## config.mk

```make
export PLATFORM = sky130hd
export DESIGN_NAME = bytemover_chan
export DESIGN_NICKNAME = d
export VERILOG_FILES = /design/src/rtl/bm_pkg.sv /design/src/rtl/bm_port_offset.sv /design/src/rtl/bm_wram_hit.sv /design/src/rtl/bytemover_chan.sv
export SDC_FILE = /design/constraint.sdc
export NUM_CORES = 1
export LEC_CHECK = 0
export ABC_AREA = 0
export BUFFER_PORTS_ARGS = -buffer_cell sky130_fd_sc_hd__clkbuf_2
export CAP_MARGIN = 20
export CORE_MARGIN = 2
export CORE_UTILIZATION = 50
export CTS_BUF_LIST = sky130_fd_sc_hd__clkbuf_16
export DETAILED_ROUTE_END_ITERATION = 16
export PLACE_DENSITY = 0.78
export REMOVE_ABC_BUFFERS = 1
export SLEW_MARGIN = 10
export SYNTH_ARGS = -nofsm -noshare
export SYNTH_HDL_FRONTEND = slang
export SYNTH_HIERARCHICAL = 1
export SYNTH_SLANG_ARGS = --single-unit
```

## constraint.sdc

```tcl
create_clock -name clk -period 13.2 [get_ports clk]
set_clock_uncertainty 0.1 [all_clocks]
set_input_delay 0 -clock clk [delete_from_list [all_inputs] [get_ports clk]]
set_output_delay 0 -clock clk [all_outputs]
set_load 0.1 [all_outputs]
```

## src/rtl/bm_pkg.sv

```systemverilog
package bm_pkg;
  typedef enum logic [2:0] {
    MODE_SINGLE = 3'd0,
    MODE_PAIR   = 3'd1,
    MODE_DUP    = 3'd2,
    MODE_PAIR2  = 3'd3,
    MODE_QUAD   = 3'd4
  } xfer_mode_e;

  typedef enum logic [1:0] {
    ST_IDLE = 2'd0,
    ST_RD   = 2'd1,
    ST_WR   = 2'd2
  } chan_st_e;
endpackage

```

## src/rtl/bm_port_offset.sv

```systemverilog
module bm_port_offset
  import bm_pkg::*;
#(
  parameter int OFF_W = 2
) (
  input  logic [2:0]       mode,
  input  logic [OFF_W-1:0] idx,
  output logic [OFF_W-1:0] off
);
  always_comb begin
    off = '0;
    case (xfer_mode_e'(mode))
      MODE_PAIR:  off = {{(OFF_W-1){1'b0}}, idx[0]};
      MODE_PAIR2: off = {{(OFF_W-1){1'b0}}, idx[1]};
      MODE_QUAD:  off = idx;
      default:    off = '0;
    endcase
  end
endmodule

```

## src/rtl/bm_wram_hit.sv

```systemverilog
module bm_wram_hit #(
  parameter int A_W = 24
) (
  input  logic [A_W-1:0] addr,
  output logic           hit
);
  localparam int BANK_LSB = A_W - 8;
  logic [7:0]  bank;
  logic [15:0] ofs;
  logic        full_bank;
  logic        low_mirror;

  assign bank       = addr[A_W-1:BANK_LSB];
  assign ofs        = addr[15:0];
  assign full_bank  = (bank[7:1] == 7'h3F);
  assign low_mirror = (bank[6] == 1'b0) && (ofs[15:13] == 3'b000);
  assign hit        = full_bank || low_mirror;
endmodule

```

## src/rtl/bytemover_chan.sv

```systemverilog
module bytemover_chan
  import bm_pkg::*;
#(
  parameter int          A_W        = 24,
  parameter int          CNT_W      = 16,
  parameter int          CYC_W      = 32,
  parameter int          D_W        = 8,
  parameter logic [15:0] B_PAGE     = 16'h0021,
  parameter logic [7:0]  WRAM_PORT  = 8'h80,
  parameter int          SETUP_CYC  = 8,
  parameter int          BYTE_CYC   = 8,
  parameter int          FILL_CYC   = 4
) (
  input  logic             clk,
  input  logic             rst,
  input  logic             start,
  input  logic             cfg_dir,
  input  logic [2:0]       cfg_mode,
  input  logic             cfg_fixed,
  input  logic             cfg_down,
  input  logic [7:0]       cfg_port,
  input  logic [A_W-1:0]   cfg_addr,
  input  logic [CNT_W-1:0] cfg_count,
  input  logic [CYC_W-1:0] max_cycles,
  output logic             bus_rd,
  output logic             bus_wr,
  output logic [A_W-1:0]   bus_addr,
  output logic [D_W-1:0]   bus_wdata,
  input  logic [D_W-1:0]   bus_rdata,
  output logic             busy,
  output logic             done,
  output logic [CYC_W-1:0] cycles_total,
  output logic [A_W-1:0]   cur_addr,
  output logic [CNT_W-1:0] remain
);
  localparam int OFF_W = 2;
  localparam logic [CYC_W-1:0] SETUP_V = CYC_W'(SETUP_CYC);
  localparam logic [CYC_W-1:0] BYTE_V  = CYC_W'(BYTE_CYC);
  localparam logic [CYC_W-1:0] FILL_V  = CYC_W'(FILL_CYC);

  chan_st_e         st;
  logic             dir_q, fixed_q, down_q;
  logic [2:0]       mode_q;
  logic [7:0]       port_q;
  logic [A_W-1:0]   addr_q;
  logic [CNT_W-1:0] cnt_q;
  logic [OFF_W-1:0] idx_q;
  logic [CYC_W-1:0] cyc_q, max_q;
  logic [D_W-1:0]   data_q;
  logic             done_q;

  logic [OFF_W-1:0] off;
  logic             wram;
  logic             special;
  logic [A_W-1:0]   b_addr;
  logic [CYC_W-1:0] charge, cyc_nx;
  logic [CNT_W-1:0] cnt_nx;
  logic [15:0]      ofs_nx;

  bm_port_offset #(.OFF_W(OFF_W)) u_off (
    .mode (mode_q),
    .idx  (idx_q),
    .off  (off)
  );

  bm_wram_hit #(.A_W(A_W)) u_wram (
    .addr (addr_q),
    .hit  (wram)
  );

  assign special = (port_q == WRAM_PORT) && wram;
  assign b_addr  = {B_PAGE, port_q + {{(8-OFF_W){1'b0}}, off}};

  always_comb begin
    bus_rd    = 1'b0;
    bus_wr    = 1'b0;
    bus_addr  = '0;
    bus_wdata = '0;
    if (st == ST_RD) begin
      if (special) begin
        if (dir_q) begin
          bus_wr    = 1'b1;
          bus_addr  = addr_q;
          bus_wdata = {D_W{1'b1}};
        end
      end else begin
        bus_rd   = 1'b1;
        bus_addr = dir_q ? b_addr : addr_q;
      end
    end else if (st == ST_WR && !special) begin
      bus_wr    = 1'b1;
      bus_addr  = dir_q ? addr_q : b_addr;
      bus_wdata = data_q;
    end
  end

  always_comb begin
    charge = (special && dir_q) ? FILL_V : BYTE_V;
    cyc_nx = cyc_q + charge;
    cnt_nx = cnt_q - 1'b1;
    if (fixed_q)     ofs_nx = addr_q[15:0];
    else if (down_q) ofs_nx = addr_q[15:0] - 16'd1;
    else             ofs_nx = addr_q[15:0] + 16'd1;
  end

  always_ff @(posedge clk) begin
    if (rst) begin
      st      <= ST_IDLE;
      dir_q   <= 1'b0;
      fixed_q <= 1'b0;
      down_q  <= 1'b0;
      mode_q  <= '0;
      port_q  <= '0;
      addr_q  <= '0;
      cnt_q   <= '0;
      idx_q   <= '0;
      cyc_q   <= '0;
      max_q   <= '0;
      data_q  <= '0;
      done_q  <= 1'b0;
    end else begin
      done_q <= 1'b0;
      case (st)
        ST_IDLE: begin
          if (start) begin
            st      <= ST_RD;
            dir_q   <= cfg_dir;
            fixed_q <= cfg_fixed;
            down_q  <= cfg_down;
            mode_q  <= cfg_mode;
            port_q  <= cfg_port;
            addr_q  <= cfg_addr;
            cnt_q   <= cfg_count;
            max_q   <= max_cycles;
            idx_q   <= '0;
            cyc_q   <= SETUP_V;
          end
        end
        ST_RD: begin
          data_q <= bus_rdata;
          st     <= ST_WR;
        end
        ST_WR: begin
          addr_q <= {addr_q[A_W-1:16], ofs_nx};
          cnt_q  <= cnt_nx;
          cyc_q  <= cyc_nx;
          idx_q  <= idx_q + 1'b1;
          if (cnt_nx != '0 && cyc_nx < max_q) begin
            st <= ST_RD;
          end else begin
            st     <= ST_IDLE;
            done_q <= 1'b1;
          end
        end
        default: st <= ST_IDLE;
      endcase
    end
  end

  assign busy         = (st != ST_IDLE);
  assign done         = done_q;
  assign cycles_total = cyc_q;
  assign cur_addr     = addr_q;
  assign remain       = cnt_q;

  a_r3_strobes_exclusive: assert property (@(posedge clk) disable iff (rst)
    !(bus_rd && bus_wr));

  a_r11_done_single: assert property (@(posedge clk) disable iff (rst)
    done |=> !done);

  a_r10_start_ignored: assert property (@(posedge clk) disable iff (rst)
    (busy && start) |=> ($stable(port_q) && $stable(mode_q) && $stable(dir_q)));

  a_r4_bank_kept: assert property (@(posedge clk) disable iff (rst)
    (st == ST_WR) |=> (addr_q[A_W-1:16] == $past(addr_q[A_W-1:16])));

  a_r6_total_grows: assert property (@(posedge clk) disable iff (rst)
    (st == ST_WR) |=> (cyc_q > $past(cyc_q)));

  a_r7_no_access_fill_skip: assert property (@(posedge clk) disable iff (rst)
    (st == ST_RD && special && !dir_q) |-> (!bus_rd && !bus_wr));
endmodule

```

### Word-level counts from Yosys, hierarchy flattened

Index checks and enable logic that the tools add are counted.

| word-level totals | value |
|---|---|
| register bits | 131 |
| input port bits | 97 |
| output and inout port bits | 108 |
| logic and storage cells | 81 |

| cells by class | value |
|---|---|
| $add $sub $neg | 6 |
| magnitude comparators | 1 |
| eq/ne operators | 9 |
| muxes and demuxes | 32 |
| bitwise gates (word level) | 2 |
| reductions and logical operators | 17 |

Operators with widths:

| cell | number |
|---|---|
| $mux 24 | 7 |
| $pmux 32 s2 | 1 |
| $mux 16 | 3 |
| $pmux 24 s2 | 1 |
| $add 32x4->32 | 1 |
| $lt 32x32->1 | 1 |
| $mux 32 | 1 |
| $mux 8 | 4 |
| $pmux 16 s2 | 1 |
| $sub 16x1->16 const B | 2 |
| $add 16x1->16 const B | 1 |
| $reduce_bool 16->1 | 1 |
| $pmux 2 s3 | 2 |
| $add 8x2->8 | 1 |
| $eq 8x8->1 const B | 1 |
| $mux 1 | 8 |
| $eq 7x6->1 const B | 1 |
| $reduce_and 3->1 | 2 |
| $logic_and 1x1->1 | 5 |
| $mux 2 | 2 |
| $mux 4 | 1 |
| $ne 2x2->1 const B | 2 |
| $pmux 2 s2 | 1 |
| $reduce_and 2->1 | 2 |
| other kinds (13) | 15 |

### Depth between registers and ports, before layout

Gate-level depths: netlist of the first run.

| logic depth | value |
|---|---|
| depth in word-level cells | 11 |
| mapped depth | 22 |
| mapped depth without buffers | 20 |

### Modules after synthesis

Netlist of the first run, hierarchy kept.

Modules (own cells, without submodules):

| module | instances | cells an instance | area an instance (um2) | seq. area each (um2) |
|---|---|---|---|---|
| bytemover_chan | 1 | 1,036 | 7,831.3 | 2,582.5 |
| bm_port_offset | 1 | 5 | 38.8 | 0.0 |
| bm_wram_hit | 1 | 4 | 26.3 | 0.0 |

### Worst setup path before layout of the first run

Ideal clock, no wire load.

| timing path | value |
|---|---|
| kind | register to register |
| from | register addr_q[22], in the netlist cur_addr[22] |
| to | register st[0] |
| data arrival time | 5.175 ns |
| required time | 12.983 ns |
| path slack | 7.808 ns |
| stages on the path, launching flop included | 22 |
| path through | dfxtp_1 -> or4_1 -> o21ai_0 -> nor2b_1 -> and4_1 -> buf_2 -> nand2_1 -> inv_1 -> ha_1 -> inv_1 -> fa_1 -> or3_2 -> nor3_2 -> nand3_1 -> xnor2_1 -> ha_1 -> nand4_1 -> nor4_1 -> a221oi_1 -> o211ai_1 -> a311oi_1 -> a22o_1 |

| on the way | value |
|---|---|
| cells in the longest elaborated chain, start to end | 11 |
| elaborated cells on any way between the ends | 12 |
| classes of those cells | 1 x add/sub; 1 x order compare; 1 x eq/ne; 3 x mux; 1 x bitwise; 5 x reduce/logical |

RTL lines:

| element | RTL line | source |
|---|---|---|
| start: declaration | bytemover_chan.sv:45 | `logic [A_W-1:0] addr_q;` |
| start signal: assignment | bytemover_chan.sv:132 | `addr_q <= cfg_addr;` |
| start signal: assignment | bytemover_chan.sv:144 | `addr_q <= {addr_q[A_W-1:16], ofs_nx};` |
| parallel branches: the longest is 2 deep, another holds $eq 7x6->1 | n/a |  |
| $logic_or 1x1->1 (*) | bm_wram_hit.sv:17 | `assign hit = full_bank \|\| low_mirror;` |
| via wram | bytemover_chan.sv:53 | `logic wram;` |
| $logic_and 1x1->1 (*) | bytemover_chan.sv:71 | `assign special = (port_q == WRAM_PORT) && wram;` |
| $logic_and 1x1->1 (*) | bytemover_chan.sv:98 | `charge = (special && dir_q) ? FILL_V : BYTE_V;` |
| $mux 4 (*) | bytemover_chan.sv:98 |  |
| $add 32x4->32 (*) | bytemover_chan.sv:99 | `cyc_nx = cyc_q + charge;` |
| $lt 32x32->1 (*) | bytemover_chan.sv:148 | `if (cnt_nx != '0 && cyc_nx < max_q) begin` |
| $logic_and 1x1->1 (*) | bytemover_chan.sv:148 |  |
| $mux 1 (*) | bytemover_chan.sv:148 |  |
| $pmux 2 s3 (*) | bytemover_chan.sv:123 | `case (st)` |
| end signal: assignment | bytemover_chan.sv:126 | `st <= ST_RD;` |
| end signal: assignment | bytemover_chan.sv:149 | `st <= ST_RD;` |
| end signal: assignment | bytemover_chan.sv:151 | `st <= ST_IDLE;` |
| end: declaration | bytemover_chan.sv:41 | `chan_st_e st;` |

Mark *: on every way through the listed nets, which the timed path passes.
A chain may end at the register's enable or synchronous reset.

### Worst setup path after layout of the first run

| timing path | value |
|---|---|
| from | register addr_q[14], in the netlist cur_addr[14] |
| to | register st[0] |

| on the way | value |
|---|---|
| cells in the longest elaborated chain, start to end | 11 |

RTL lines:

| element | RTL line | source |
|---|---|---|
| $logic_not 3->1 | bm_wram_hit.sv:16 | `assign low_mirror = (bank[6] == 1'b0) && (ofs[15:13] == 3'b000);` |
| $logic_and 1x1->1 | bm_wram_hit.sv:16 |  |
| $logic_or 1x1->1 | bm_wram_hit.sv:17 |  |
| via wram | bytemover_chan.sv:53 |  |
| $logic_and 1x1->1 | bytemover_chan.sv:71 |  |
| $logic_and 1x1->1 | bytemover_chan.sv:98 |  |
| $mux 4 | bytemover_chan.sv:98 |  |
| $add 32x4->32 | bytemover_chan.sv:99 |  |
| $lt 32x32->1 | bytemover_chan.sv:148 |  |
| $logic_and 1x1->1 | bytemover_chan.sv:148 |  |
| $mux 1 | bytemover_chan.sv:148 |  |
| $pmux 2 s3 | bytemover_chan.sv:123 |  |

The timed path passes the listed nets, and every way through them passes these cells.

==> metrics, run 1 <==
status=finished, final reports clean; dpl hpwl=16500 um; Data arrival, critical path=5960 ps; number of synthesized register bits=129; Hold Slack=17.8 ps; EDFF count, synth=0; worst hold start=cfg_addr[12]; Final setup viols=0; worst r2r src=cur_addr[14]$_SDFFE_PP0P_; max_slew headroom=27.0%; Crit Path Class=flip-flop to flip-flop; Yosys Warn Count=6; period utilization=43.1%; I/O Buffers=202; synthesized area=7900 um^2; multi-input logic area=4880 um^2; Avg WL per Cell=16.7 um; CTS-repair resized insts=0; fmax=176 MHz; n_diodes=0; routed vias/inst=5.70; fillers=1262; layout cells sized above 1=18.9%; H-tree levels=4; crit path max fanout=8; Longest Clk Path Bufs=2; DIE WIDTH=130 um; post-detailed-route count of antenna-violating nets=0; post-synth top area cell=dfxtp_1; drt total wl=25900 um; Hold WC Path Type=primary input to flip-flop; first-pass GRT wire length=40800 um; synth cell count leaders=189 x nand2_1, 129 x dfxtp_1, 123 x a21oi_1; IO Count=205; max cap viols=0; post-CTS setup buffers=0; ys async rst share=0%; Max VDD drop=0.0000915 V; CTS buffer count=17; Synth top area share=32.7%; Lkg Pwr=4.77 nW; Critical Path Source Type=flip-flop; Core Region=15300 um^2; FF-to-FF setup slack=7510 ps; RSZ-0062 raised after global routing=false; measured slew at the worst slew-check pin=1090 ps; placed inst area=8970 um^2; CTS tree=built; Hold Path Depth=4; Power Dens Cells=121 nW/um^2; Placer Congestion=0.953; worst hold endpoint=cur_addr[12]$_SDFFE_PP0P_; FP Rows=45; Register Area=2580 um^2; TNS Setup=0 ps; Starting DRT DRC Count=669; die area=16800 um^2; Die H=130 um; residual DRC count=0; Final Hold Viols=0; Most used DFF post-synth=dfxtp_1; total track usage=30.7%; CTS clk-pin slew, worst paths=60 ps; largest net degree at the start of global routing=79; grt total ovfl=0; Synth area leaders=dfxtp_1 33%, nand2_1 9.0%, ha_1 7.9%, a21oi_1 7.8%, xnor2_1 3.5%; Syn Inst Count=1045; Reg2Reg Depth=20; DR pass1 iterations=5; Final Worst Setup Slack=7510 ps; Final Max Tran Viols=0; hold bufs inserted after CTS=118; vias in the first global route=8444; Synth-to-Final Area Change=36.4%; FF-to-FF End=st[0]$_SDFFE_PP0P_; Final min period=5690 ps; Critical Path Sink Type=flip-flop; Root Buffer=clkbuf_16; initial antenna violation count=0; worst skew pair latency=430 ps; Seq/Total Area, Yosys=32.7%; synth unique cells=68; Starting Density=51.6%; nets=1478; Design Area, Final=10800 um^2; clock sinks=129; Syn Area/Cell=7.56 um^2; setup slack at placement=7700 ps; Data required, critical path=13460 ps; most frequent cell after synthesis=nand2_1; Via Count=8852
## routing by layer
metal / track usage, % / vias up / routed length, um
met4: 17.1 / 0 / 1200
met2: 51.8 / 416 / 12100
met1: 36.0 / 4085 / 10500
li1: - / 4262 / -
met3: 7.02 / 89 / 2110
met5: 0 / - / 0
## metrics by stage
step | power (W) | std cells | utilization, %
after floorplan | 0.000690 | 984 | -
after global placement | 0.000766 | 1402 | 58.6
after detailed placement | 0.000770 | 1402 | 58.6
after CTS | 0.00129 | 1552 | 70.3
after global routing | 0.00135 | 1552 | 70.3
final | 0.00130 | 1552 | 70.3
## placed cells by master (no fill, tap or decap), types with 17 or more instances in the layout
cell	instances
a21o_1	21
ha_1	50
dfxtp_1	129
nand4_1	19
clkbuf_16	17
o21ai_0	54
xnor2_1	32
nor2b_1	21
dlygate4sd3_1	118
nand2_1	188
nor2_1	66
clkbuf_2	201
nand3_1	23
inv_1	53
a21oi_1	121
## worst max-delay path by stage
| stage | to | from | slack [ps] |
|---|---|---|---|
| 3_3_place_gp | st[0]$_SDFFE_PP0P_ | cur_addr[22]$_SDFFE_PP0P_ | 7850 |
| 4_1_cts | st[0]$_SDFFE_PP0P_ | cur_addr[14]$_SDFFE_PP0P_ | 7630 |
| 3_5_place_dp | st[0]$_SDFFE_PP0P_ | cur_addr[14]$_SDFFE_PP0P_ | 7700 |
| 6_report | st[0]$_SDFFE_PP0P_ | cur_addr[14]$_SDFFE_PP0P_ | 7510 |
| 5_1_grt | st[0]$_SDFFE_PP0P_ | cur_addr[14]$_SDFFE_PP0P_ | 7170 |
| 2_1_floorplan | remain[11]$_SDFFE_PP0P_ | st[1]$_SDFFE_PP0P_ | 7620 |
## where the power goes
group	switching [W]	total [W]	internal, W
logic	0.000255	0.000361	0.000106
registers	0.0000263	0.000440	0.000414
clock network	0.000184	0.000498	0.000314
total	0.000465	0.00130	0.000833
## cell families (layout without fill, tap and decap cells)
family                   count (synthesis)  in the layout  synth area share, %
AND/OR/NAND/NOR                        408            408                 24.8
adder cells (fa/ha/maj)                 55             55                 8.94
AO/OA/AOI/OAI                          287            287                 21.9
other                                    1              2               0.0475
multiplexers                             5              5                0.665
XOR/XNOR                                45             45                 5.09
flip-flops                             129            129                 32.7
buffers and inverters                  115            410                 5.85
## final cells by class
class	count	share of cell area, %
clock buffers	17	3.95
multi-input cells	802	45.3
repair buffers	325	20.7
flip-flops and latches	129	24.0
well taps	211	2.45
inverters	53	1.85
clock inverters	15	1.77
## registers in the layout, indices dropped and copies added, names as in the netlist
register and flops:
data_q 8, down_q 1, remain 16, fixed_q 1, done 1, idx_q 2
cycles_total 30, max_q 32, st 2, dir_q 1, cur_addr 24, mode_q 3
port_q 8
## critical path, stage by stage (launching register included)
cell and delay, ps:
dfxtp_1 360, or4_1 530, o21ai_0 80, nor2b_1 170, and4_1 350, nand2_1 190
inv_1 150, ha_1 200, inv_1 60, fa_1 460, or3_2 520, nor3_2 500
nand2_1 180, xnor2_1 170, ha_1 310, nand4_1 160, nor4_1 100, a221oi_1 290
o211ai_1 130, a311oi_1 440, a22o_1 190
No activity file was read; power rests on OpenSTA's default activity.
==> inputs of run 2 (changes only) <==
--- a/config.mk
+++ b/config.mk
@@ -5,7 +5,7 @@
 export SDC_FILE = /design/constraint.sdc
 export NUM_CORES = 1
 export LEC_CHECK = 0
-export ABC_AREA = 0
+export ABC_AREA = 1
 export BUFFER_PORTS_ARGS = -buffer_cell sky130_fd_sc_hd__clkbuf_2
 export CAP_MARGIN = 20
 export CORE_MARGIN = 2
==> constraint.sdc (replaced) <==
create_clock -name clk -period 5.9 [get_ports clk]
set_clock_uncertainty 0.1 [all_clocks]
set_input_delay 0 -clock clk [delete_from_list [all_inputs] [get_ports clk]]
set_output_delay 0 -clock clk [all_outputs]
set_load 0.1 [all_outputs]
==> run 2 against run 1 <==
  * Critical path depth is 6 higher
  * Critical path type unchanged
  * Combinational power rose to 2.6 times the previous value
  * Clock power increased by 110%
  * Highest routed layer unchanged
==> metrics, run 2 <==
status=finished, final reports clean; routed wl met2=12400 um; grt total ovfl=0; number of synthesized register bits=129; max_slew headroom=38.0%; synth cell count leaders=306 x nand2_1, 132 x a21oi_1, 132 x inv_1; Crit path top cell by count=nand2_1; max layer used=met4; RSZ-0062 raised after global routing=false; Seq/Total Area, Yosys=31.7%; total track usage=29.8%; TNS Setup=0 ps; Starting DRT DRC Count=617; Placer Congestion=0.964; DR pass1 iterations=8; number of flip-flops in the largest register=32; Hold WC Path Type=primary input to flip-flop; IO Count=205; post-detailed-route count of antenna-violating nets=0; fillers=1371; commonest non-fill, non-tap cell in the layout=nand2_1; synthesized area=8150 um^2; post-CTS setup buffers=0; wire length on met3=1660 um; Yosys Warn Count=6; period utilization=69.8%; H-tree levels=4; Root Buffer=clkbuf_16; largest net degree at the start of global routing=89; Power Dens Cells=272 nW/um^2; fmax=243 MHz; CP bufs+invs=4; wl on met1=11100 um; vias in the first global route=8825; setup slack at placement=1850 ps; CTS-repair resized insts=0; I/O Buffers=202; clock sinks=129; layout cells sized above 1=17.7%; DIE WIDTH=132 um; commonest cells after routing, fill and taps aside=306 x nand2_1, 202 x clkbuf_2, 132 x inv_1, 132 x a21oi_1, 129 x dfxtp_1; Die H=132 um; Critical Path Sink Type=flip-flop; Lkg Pwr=5.17 nW; Syn Area/Cell=6.59 um^2; FF-to-FF setup slack=1780 ps; CP max stage delay=420 ps; Crit Path Class=flip-flop to flip-flop; Max VDD drop=0.000199 V; Via Count=9239; Synth area leaders=dfxtp_1 32%, nand2_1 14%, a21oi_1 8.1%, ha_1 7.7%, inv_1 6.1%; Critical Path Source Type=flip-flop; crit path max fanout=7; Final Hold Viols=0; nets=1667; CTS buffer count=17; FP Rows=46; Syn Inst Count=1237; Final Worst Setup Slack=1780 ps; critical path's top delay family=simple AND/OR/NAND/NOR gates; first-pass GRT wire length=41800 um; Biggest register=max_q; Longest Clk Path Bufs=2; CTS clk-pin slew, worst paths=60 ps; Final setup viols=0; die area=17300 um^2; residual DRC count=0; measured slew at the worst slew-check pin=928 ps; Final Max Tran Viols=0; Worst path slowest cell=fa_1; EDFF count, synth=0; dpl hpwl=17600 um; Synth top area share=31.7%; n_diodes=0; synth unique cells=45; drt total wl=26100 um; max cap viols=0; initial antenna violation count=0; Starting Density=51.3%; Core Region=15900 um^2; Avg WL per Cell=14.9 um; most frequent cell after synthesis=nand2_1; CTS tree=built; post-synth top area cell=dfxtp_1; Data arrival, critical path=4340 ps; Data required, critical path=6120 ps; ys async rst share=0%; Most used DFF post-synth=dfxtp_1; worst skew pair latency=430 ps; Synth-to-Final Area Change=33.2%; Final min period=4120 ps; routed vias/inst=5.29
-- run 2: cell count changes in the layout (fill, tap and decap cells not counted), moves of 11 or more --
| cell | change |
|---|---|
| xnor2_1 | -21 |
| a21o_1 | -20 |
| nand3_1 | +51 |
| a31oi_1 | -14 |
| a21oi_1 | +11 |
| nand2_1 | +118 |
| nor2_1 | +56 |
| o21ai_0 | +45 |
| and3_1 | -11 |
| and2_1 | +20 |
| dlygate4sd3_1 | -19 |
| inv_1 | +79 |
| nor2b_1 | -21 |
-- run 2: power breakdown --
part           switching (W)  internal (W)
combinational       0.000675      0.000245
sequential         0.0000603      0.000938
clock               0.000414      0.000617
total                0.00115       0.00180
-- run 2: layout make-up --
type	instances	area [um^2]	area share [%]
clock buffers	17	425	3.92
flip-flops and latches	129	2580	23.8
inverters	139	522	4.81
multi-input cells	923	4860	44.8
clock inverters	15	146	1.35
well taps	216	270	2.49
repair buffers	307	2050	18.9
-- run 2: final timing paths --
path	startpoint	endpoint	cells past startpoint
setup / recovery	cur_addr[19]$_SDFFE_PP0P_	st[0]$_SDFFE_PP0P_	26
hold / removal	rst	remain[1]$_SDFFE_PP0P_	3
setup reg to reg	cur_addr[19]$_SDFFE_PP0P_	st[0]$_SDFFE_PP0P_	26
hold reg to reg	max_q[31]$_SDFFE_PP0P_	max_q[31]$_SDFFE_PP0P_	2
-- run 2: routing by layer --
metal,track usage (%),vias to the layer above
met5,0,-
met4,13.9,0
met3,6.37,77
met2,50.7,380
met1,35.9,4184
li1,-,4598
-- run 2: worst register-to-register path, delay by kind of cell (launching register included) --
| kind | cells | cell delay (ps) |
|---|---|---|
| flops | 1 | 370 |
| fa+ha+maj | 3 | 920 |
| buf+inv | 4 | 300 |
| simple gates | 17 | 2050 |
| xor+xnor | 1 | 160 |
| compound gates | 1 | 120 |
-- run 2: stage by stage --
step	hold WS (ps)	cell area [um^2]	cells	util (%)	total power, W
2_1_floorplan	-30.9	7960	1191	-	0.00167
3_3_place_gp	121	9290	1615	58.5	0.00186
3_5_place_dp	127	9290	1615	58.5	0.00187
4_1_cts	56.8	10900	1746	68.3	0.00295
5_1_grt	106	10900	1746	68.3	0.00308
6_report	60.5	10900	1746	68.3	0.00295
-- run 2: logic make-up (layout without fill, tap and decap cells) --
family | count (synthesis) | after routing | share of synthesized area, %
flip-flops | 129 | 129 | 31.7
XOR/XNOR | 28 | 28 | 3.28
AND/OR/NAND/NOR | 579 | 579 | 30.7
buffers and inverters | 186 | 478 | 8.79
other | 1 | 2 | 0.0460
AO/OA/AOI/OAI | 261 | 261 | 17.1
adder cells (fa/ha/maj) | 53 | 53 | 8.41
-- run 2: timing repair --
| item | CTS | global route |
|---|---|---|
| hold buffers | 99 | 0 |
| endpoints found under the hold margin | 95 | 0 |
| setup endpoints to repair | 0 | 0 |
==> inputs of run 3 (changes only) <==
--- a/config.mk
+++ b/config.mk
@@ -5,7 +5,7 @@
 export SDC_FILE = /design/constraint.sdc
 export NUM_CORES = 1
 export LEC_CHECK = 0
-export ABC_AREA = 1
+export ABC_AREA = 0
 export BUFFER_PORTS_ARGS = -buffer_cell sky130_fd_sc_hd__clkbuf_2
 export CAP_MARGIN = 20
 export CORE_MARGIN = 2
==> constraint.sdc (replaced) <==
create_clock -name clk -period 4.1 [get_ports clk]
set_clock_uncertainty 0.1 [all_clocks]
set_input_delay 0 -clock clk [delete_from_list [all_inputs] [get_ports clk]]
set_output_delay 0 -clock clk [all_outputs]
set_load 0.1 [all_outputs]
==> run 3 against run 2 <==
  * The run now ends with negative setup slack left
  * Sequential share of layout area shrank 0.89 points
  * Design area increased by 4.0%
  * Global-route usage increased by 1.7 points
  * Final cell count decreased by 7.7%
  * Non-clock buffer count grew 80
  * Routed wire length increased by 2.6%
  * Via count is 1.5% lower
  * Clock power increased by 37%
  * Critical endpoint unchanged
  * Largest cell class unchanged
  * Largest power group is now registers
==> metrics, run 3 (same netlist as run 1, synthesis figures left out) <==
status=complete, but fails checks; failing checks=negative setup slack; multi-input logic area=5020 um^2; Biggest register=max_q; residual DRC count=0; DR pass1 iterations=8; largest net degree at the start of global routing=72; initial antenna violation count=0; Final setup viols=2; Lkg Pwr=5.13 nW; fmax=219 MHz; Placer Congestion=0.961; post-detailed-route count of antenna-violating nets=0; Data arrival, critical path=4850 ps; part of the power in combinational logic=31.0%; Synth-to-Final Area Change=42.9%; Final Worst Setup Slack=-476 ps; NetSw=0.00148 W; max_slew headroom=27.0%; Power Dens Cells=363 nW/um^2; vias in the first global route=8688; first-pass GRT wire length=42000 um; FF-to-FF setup slack=-480 ps; Die H=130 um; grt total ovfl=0; power share of the sequential group=34.4%; switching part of the total=36.3%; max cap viols=0; Critical Path Sink Type=flip-flop; IO Count=205; routed vias/inst=5.65; setup slack at placement=-813 ps; I/O Buffers=202; dpl hpwl=16800 um; measured slew at the worst slew-check pin=1100 ps; Hold WC Path Type=primary input to flip-flop; nets=1540; CTS clk-pin slew, worst paths=60 ps; Critical Path Source Type=flip-flop; Crit Path Class=flip-flop to flip-flop; CTS buffer count=17; Avg WL per Cell=16.6 um; drt total wl=26800 um; period utilization=112%; CTS tree=built; crit path max fanout=7; commonest non-fill, non-tap cell in the layout=clkbuf_2; Register Area=2580 um^2; Final Hold Viols=0; Data required, critical path=4370 ps; DIE WIDTH=130 um; Final Max Tran Viols=0; die area=16800 um^2; clock network fraction of total power=34.6%; clock sinks=129; final non-filler cell total=1611; worst skew pair latency=430 ps; Core Region=15300 um^2; Placed Cells=1458; Starting DRT DRC Count=707; P_int=0.00261 W; Final min period=4580 ps; commonest cells after routing, fill and taps aside=191 x clkbuf_2, 184 x nand2_1, 128 x dfxtp_1, 121 x a21oi_1, 103 x dlygate4sd3_1; Max VDD drop=0.000311 V; total track usage=31.5%; Starting Density=51.6%; n_diodes=0; fin util=73.7%; RSZ-0062 raised after global routing=true; number of flip-flops in the largest register=32; layout cells sized above 1=24.9%; H-tree levels=4; Via Count=9104; FP Rows=45; Longest Clk Path Bufs=2; Root Buffer=clkbuf_16; fillers=1181
==> run 3: cell count changes in the layout (fill, tap and decap cells not counted), sizes merged, moves of 47 or more <==
cell,delta
nand2,-121
buf,+80
nor2,-66
o21ai,-47
nand3,-50
inv,-85
==> run 3: critical path, stage by stage (launching register included) <==
cell      delay (ps)
dfxtp_2          320
or4_4            530
o21ai_2           70
nor2b_4          150
and4_4           220
nand2_2           60
inv_2             80
ha_4             130
inv_2             30
fa_2             330
or3_4            390
nor3_4           140
buf_6            180
nand2_4           70
xnor2_2          130
ha_1             350
nand4_1          210
nor4_4            60
a221oi_2         250
o211ai_1         160
a311oi_2         400
a22o_1           180
==> run 3: power groups by stage <==
stage               Sequential, W  Clock (W)  Combinational [W]
floorplan                 0.00169          0           0.000528
global placement          0.00142          0            0.00108
detailed placement        0.00143          0            0.00109
CTS                       0.00140    0.00141            0.00122
global route              0.00142    0.00147            0.00135
finish                    0.00141    0.00141            0.00127
==> run 3: final cells by class <==
class / instances / area share (%)
timing repair buffer: 387 / 23.8
multi-input combinational: 802 / 44.5
inverter: 53 / 1.76
clock inverter: 12 / 0.909
tap: 211 / 2.34
clock buffer: 17 / 3.77
sequential: 129 / 22.9
==> run 3: worst paths after layout <==
| check | startpoint | end | cells after the start |
|---|---|---|---|
| worst max register to register | cur_addr[15]$_SDFFE_PP0P_ | st[0]$_SDFFE_PP0P_ | 21 |
| worst max-delay path | cur_addr[15]$_SDFFE_PP0P_ | st[0]$_SDFFE_PP0P_ | 21 |
| worst min register to register | max_q[4]$_SDFFE_PP0P_ | max_q[4]$_SDFFE_PP0P_ | 2 |
| worst min-delay path | start | cur_addr[4]$_SDFFE_PP0P_ | 5 |
==> run 3: repair_timing <==
| item | 4_1_cts | 5_1_grt |
|---|---|---|
| gates resized for setup | 24 | 32 |
| endpoints found under the hold margin | 99 | 0 |
| pin swaps | 16 | 5 |
| setup buffers | 17 | 4 |
| hold buffers | 103 | 0 |
| endpoints found under the setup margin | 2 | 9 |
==> run 3: routing by layer <==
layer / track usage, % / share of wire [%] / vias to the layer above
met5: 0 / 0 / -
met4: 13.3 / 3.3 / 0
met3: 7.47 / 8.0 / 83
met2: 55.3 / 49 / 458
met1: 36.6 / 40 / 4190
li1: - / - / 4373
==> run 3: stage by stage <==
stage	setup TNS (ps)	hold slack [ps]	total power, W	cell area, um^2
detailed placement	-1540	128	0.00252	9390
global route	-1290	148	0.00425	11300
CTS	-538	94.6	0.00404	11200
floorplan	-56250	-30.9	0.00222	7640
global placement	-1180	123	0.00250	9390
finish	-935	108	0.00409	11300
